### config.mk
export PLATFORM = sky130hd
export DESIGN_NAME = ctl_reg_bank
export DESIGN_NICKNAME = d
export VERILOG_FILES = /design/src/rtl/ctl_reg_bank.sv
export SDC_FILE = /design/constraint.sdc
export NUM_CORES = 1
export LEC_CHECK = 0
export BUFFER_PORTS_ARGS = -buffer_cell sky130_fd_sc_hd__buf_2
export CORE_ASPECT_RATIO = 0.5
export CORE_MARGIN = 4
export CORE_UTILIZATION = 45
export DETAILED_ROUTE_END_ITERATION = 8
export GPL_ROUTABILITY_DRIVEN = 0
export PLACE_DENSITY = 0.76
export SYNTH_ARGS = -nofsm -noshare
export SYNTH_HDL_FRONTEND = slang
export SYNTH_SLANG_ARGS = --single-unit
### constraint.sdc
create_clock -name clk -period 1.39 [get_ports clk]
set_input_delay 0.278 -clock clk [delete_from_list [all_inputs] [get_ports clk]]
set_output_delay 0.278 -clock clk [all_outputs]
set_load 0.02 [all_outputs]
### src/rtl/ctl_reg_bank.sv
module ctl_reg_bank #(
  parameter int DW = 8,
  parameter int AW = 3
) (
  input  logic          clk,
  input  logic          rst,
  input  logic          bus_grant,
  input  logic          port_sel,
  input  logic          wr_en,
  input  logic          rd_en,
  input  logic [AW-1:0] addr,
  input  logic [DW-1:0] wdata,
  input  logic [DW-1:0] ext_status,
  output logic [DW-1:0] rdata,
  output logic [DW-1:0] ctl0_q,
  output logic [DW-1:0] ctl1_q,
  output logic [DW-1:0] ctl2_q,
  output logic [DW-1:0] arm_q,
  output logic [DW-1:0] guard_q
);
  localparam int ARM = DW - 1;
  localparam logic [AW-1:0] OFS_C0 = AW'(0);
  localparam logic [AW-1:0] OFS_C1 = AW'(1);
  localparam logic [AW-1:0] OFS_C2 = AW'(2);
  localparam logic [AW-1:0] OFS_ARM = AW'(3);
  localparam logic [AW-1:0] OFS_GRD = AW'(4);

  logic [DW-1:0] c0_r, c1_r, c2_r, arm_r, grd_r;
  logic wr_hit, rd_hit, armed;

  assign wr_hit = bus_grant & port_sel & wr_en;
  assign rd_hit = bus_grant & port_sel & rd_en;
  assign armed  = arm_r[ARM];

  always_ff @(posedge clk) begin
    if (rst) begin
      c0_r  <= '0;
      c1_r  <= '0;
      c2_r  <= '0;
      arm_r <= '0;
      grd_r <= '0;
    end else begin
      if (wr_hit) begin
        case (addr)
          OFS_C0:  c0_r  <= wdata;
          OFS_C1:  c1_r  <= wdata;
          OFS_C2:  c2_r  <= wdata;
          OFS_ARM: arm_r <= wdata;
          default: ;
        endcase
      end
      if (!armed) grd_r <= '0;
      else if (wr_hit && addr == OFS_GRD) grd_r <= wdata;
    end
  end

  assign ctl0_q  = c0_r;
  assign ctl1_q  = c1_r;
  assign ctl2_q  = c2_r;
  assign arm_q   = arm_r;
  assign guard_q = armed ? grd_r : '0;

  always_comb begin
    rdata = '0;
    if (rd_hit) begin
      case (addr)
        OFS_C0:  rdata = c0_r;
        OFS_C1:  rdata = c1_r;
        OFS_C2:  rdata = c2_r;
        OFS_ARM: rdata = ext_status;
        OFS_GRD: rdata = guard_q;
        default: rdata = '0;
      endcase
    end
  end

  assert_reset_clears_R2: assert property (@(posedge clk)
    rst |=> (ctl0_q == '0 && ctl1_q == '0 && ctl2_q == '0 && arm_q == '0 && guard_q == '0));

  assert_no_stray_write_R3: assert property (@(posedge clk) disable iff (rst)
    !(bus_grant && port_sel && wr_en) |=>
      ($stable(ctl0_q) && $stable(ctl1_q) && $stable(ctl2_q) && $stable(arm_q) && $stable(guard_q)));

  assert_commit_R1: assert property (@(posedge clk) disable iff (rst)
    (bus_grant && port_sel && wr_en && addr == OFS_C1) |=> ctl1_q == $past(wdata));

  assert_idle_read_R4: assert property (@(posedge clk) disable iff (rst)
    !(bus_grant && port_sel && rd_en) |-> rdata == '0);

  assert_ext_read_R5: assert property (@(posedge clk) disable iff (rst)
    (bus_grant && port_sel && rd_en && addr == OFS_ARM) |-> rdata == ext_status);

  assert_disarmed_clear_R6: assert property (@(posedge clk) disable iff (rst)
    !arm_q[ARM] |=> grd_r == '0);

  assert_armed_write_R7: assert property (@(posedge clk) disable iff (rst)
    (bus_grant && port_sel && wr_en && addr == OFS_GRD && arm_q[ARM]) |=> guard_q == $past(wdata));
endmodule

Word-level counts from Yosys, hierarchy flattened
Cells that the tools add are included.

storage, ports and cells
  flip-flop bits (word level) = 40
  input port bits = 25
  output and inout port bits = 48
  logic and storage cells = 23

cells by class
  eq/ne operators = 4
  mux-type cells = 3
  bitwise gates (word level) = 4
  reductions and logical operators = 7

operator list
  operator            number
  $pmux 8 s5          1
  $mux 8              2
  $reduce_and 2->1    4
  $eq 3x2->1 const B  2
  $and 1x1->1         3
  $eq 3x1->1 const B  1
  $eq 3x3->1 const B  1
  $logic_not 3->1     1
  $reduce_or 2->1     1
  $logic_and 1x1->1   1
  $not 1->1           1

Logic depth before layout (Yosys ltp)
  word-level depth = 3
  mapped depth = 5
  gate-level depth less buffers = 3

Worst setup path before layout
Ideal clock, no wire load.

  kind = flip-flop to output port
  from = register arm_r[7] (netlist: arm_q[7])
  to = output port rdata[6]
  data arrival time = 1.380 ns
  required time = 1.112 ns
  slack = -0.268 ns
  cell stages (with the launch flop) = 5
  buffers on the path = 1
  cell sequence = dfxtp_1 > and4bb_2 > clkbuf_2 > a22oi_1 > a21oi_1

between the ends
  word-level cells in the longest chain between the ends = 3

ends and longest elaborated chain
  element                 RTL line  source
  from (decl)             28        logic [DW-1:0] c0_r, c1_r, c2_r, arm_r, grd_r;
  from (signal assigned)  48        OFS_ARM: arm_r <= wdata;
  $mux 8                  61        assign guard_q = armed ? grd_r : '0;
  $pmux 8 s5              66        case (addr)
  $mux 8                  65        if (rd_hit) begin
  to (decl)               14        output logic [DW-1:0] rdata,

No other way between the ends.

Worst setup path in the final report
  from = register c1_r[1] (netlist: ctl1_q[1])
  to = output port rdata[1]

between the ends
  word-level cells in the longest chain between the ends = 2

ends and longest elaborated chain
  element                 RTL line  source
  from (decl)             28
  from (signal assigned)  46        OFS_C1: c1_r <= wdata;
  $pmux 8 s5              66
  $mux 8                  65

No other way between the ends.

==> out/metrics.csv <==
stage;metric;value;unit
cells_and_area;synthesis-to-finish area growth;34.4;%
global_routing;initial antenna violation count;0;
synthesis;synthesized instance count;218;
pwr;power per cell area;792;nW/um^2
drt;Avg Vias per Cell;5.18;
synthesis;sequential area share after synthesis;0.377;
clock_tree;clock latency on the worst-skew pair;0.30;ns
clock_tree;Sink Count;40;
critical_path;CP max stage delay;0.33;ns
die;Die Ht;56.6;um
die;I/O pin count;73;
drt;Iter 0 DRT Violations;104;
pwr;leakage;1.36;nW
synthesis;Distinct cells, synth;29;
pwr;Max rail drop VDD;418;uV
synthesis;ys async rst share;0;
critical_path;crit path DAT;1.34;ns
global_routing;Global Route Usage Sum;0.205;
clock_tree;Worst-path clk slew;0.08;ns
sta;Final Hold Viols;0;
sta;RSZ-0062 raised after global routing;true;
drt;aggregate routed wire length;5970;um
drt;drt wl/cell;16.6;um
synthesis;synthesized area;2120;sq um
placement;number of port buffers;72;
cells_and_area;cell area after layout;2850;sq um
sta;endpoints failing setup;8;
die;Die ar.;5950;sq um
sta;max_slew headroom;0.762;
sta;Worst Tran Pin Value;0.356;ns
global_routing;first-pass GRT wire length;9450;um
drt;drt first pass iters;4;
sta;Max Clk Rate;0.616;GHz
sta;worst hold slack;0.237;ns
synthesis;YS warnings;0;
die;Die W;105;um
cells_and_area;share of layout cells above drive strength 1;0.495;
critical_path;CP cell instances;mux2_2, a22oi_2, a21oi_2, buf_4;
critical_path;Worst path slowest cell;dfxtp_2;
placement;Final HPWL DP;4470;um
sta;Worst Setup Slack, final;-0.232;ns
critical_path;worst-path fanout max;2;
critical_path;Required @ worst endpoint;1.11;ns
sta;clk_skew;0.00625;ns
clock_tree;Root Driver;clkbuf_8;
clock_tree;CTS tree;done;
critical_path;Startpoint Class;flop;
synthesis;Mean Syn Cell Area;9.74;sq um
clock_tree;H-Tree Depth;2;
cells_and_area;Antenna diodes;0;
global_routing;largest net degree at the start of global routing;21;
synthesis;syn_nets;243;
sta;Pins Over Slew Limit;0;
drt;vias;1863;
global_routing;vias in the first global route;1825;
hold_path;HP Class;in -> reg;
drt;DRC viols;0;
die;Starting Density;0.475;
outcome;status;complete, but fails checks;
placement;placed cell area;2620;sq um
outcome;failing checks;negative setup slack;
die;core region area;4470;sq um
pwr;Tot Pwr;0.00226;W
cells_and_area;fill count;348;
drt;antenna-violating nets left;0;
synthesis;register bit total from synthesis;40;
synthesis;Post-synth EDFFs;0;
critical_path;Setup CP Type;reg -> out;
cells_and_area;nets@finish;327;
sta;fin crit share;1.17;
critical_path;Crit. End Element;output pin;
die;# rows;17;
clock_tree;total CTS buffers;5;
clock_tree;clk buf depth;2;
synthesis;top_reg_cell synth;dfxtp_1;
clock_tree;CTS Hold Bufs;0;
global_routing;GRT overflow;0;
job;maxcap violations;0;
sta;post-route minimum period;1.62;ns
-- where the power goes --
group,switching [W],total [W],internal [W]
clock network,0.000449,0.000852,0.000402
registers,0.00000465,0.00116,0.00115
logic,0.000135,0.000254,0.000119
total,0.000589,0.00226,0.00167
-- state kept, by name (all words and copies together) (netlist names) --
register,flops
ctl1_q,8
ctl0_q,8
ctl2_q,8
arm_q,8
grd_r,8
-- path summary, 6_finish.rpt --
path                            slack, ns              startpoint                    end  cells past startpoint
worst max register to register       0.32   arm_q[7]$_SDFFE_PP0P_  arm_q[7]$_SDFFE_PP0P_                      3
worst max-delay path                -0.23  ctl1_q[1]$_SDFFE_PP0P_               rdata[1]                      4
worst min-delay path                 0.24                wdata[7]  grd_r[7]$_SDFFE_PP0P_                      3
worst min register to register       0.48   arm_q[5]$_SDFFE_PP0P_  arm_q[5]$_SDFFE_PP0P_                      2
-- logic make-up after synthesis --
logic type / count (synthesis) / share of synthesized area
AND/OR/NAND/NOR: 80 / 0.241
multiplexers: 48 / 0.236
flip-flops: 40 / 0.377
AO/OA/AOI/OAI: 33 / 0.0872
buffers and inverters: 17 / 0.0589
-- worst max-delay path: cells and delay by family (launching register included) --
kind / cells / cell delay (ns)
flops: 1 / 0.33
compound gates: 2 / 0.29
mux: 1 / 0.27
buf+inv: 1 / 0.16
-- stage by stage --
step | utilization | worst slack (ns) | cells | TNS (ns)
after floorplan | - | -0.222 | 218 | -1.78
after global placement | 0.587 | -0.438 | 350 | -4.84
after detailed placement | 0.587 | -0.435 | 350 | -5.55
after CTS | 0.631 | -0.231 | 360 | -1.67
after global routing | 0.639 | -0.294 | 360 | -2.11
final | 0.639 | -0.232 | 360 | -1.64
-- area by class of cell --
class	count	area [sq um]	area share
sequential	40	812	0.285
multi-input combinational	161	1280	0.449
timing repair buffer	94	591	0.207
clock buffer	6	82.6	0.0289
tap	57	71.3	0.0250
clock inverter	2	15.0	0.00526
-- cell usage in the layout (no fill, tap or decap), types with 2 or more instances in the layout --
cell and count:
clkbuf_8 6, o21ai_0 8, nand2b_1 34, a21oi_2 8, buf_2 57, nand2_1 8
a21oi_1 8, mux2_2 15, buf_4 32, mux2i_1 32, buf_6 4, clkinvlp_4 2
dfxtp_1 31, or2b_1 6, nand3_1 10, dfxtp_2 9, and2_1 8, a22oi_2 8
-- per-layer routing --
layer,global-route usage,part of all wire
met5,0,0
met2,0.311,0.42
met3,0.0574,0.076
met1,0.281,0.49
met4,0.0729,0.013
-- repair_timing --
item / 4_1_cts / 5_1_grt
pin swaps: 12 / 1
resized for setup: 26 / 14
setup endpoints to repair: 8 / 14
buffers inserted: 2 / 0
gates cloned: 0 / 0
-- synth_stat cells, types with 2 or more instances --
master / instances / share of area
nand2_1: 8 / 0.014
nand2b_1: 34 / 0.10
a21oi_1: 16 / 0.038
buf_6: 7 / 0.037
mux2_2: 16 / 0.085
nand3_1: 10 / 0.024
or2b_1: 6 / 0.021
clkbuf_1: 6 / 0.011
dfxtp_1: 40 / 0.38
buf_4: 2 / 0.0071
a22oi_1: 8 / 0.028
mux2i_1: 32 / 0.15
and2_1: 8 / 0.024
o21ai_0: 9 / 0.021
nor2_1: 2 / 0.0035
Power figures use the tool's default switching activity.
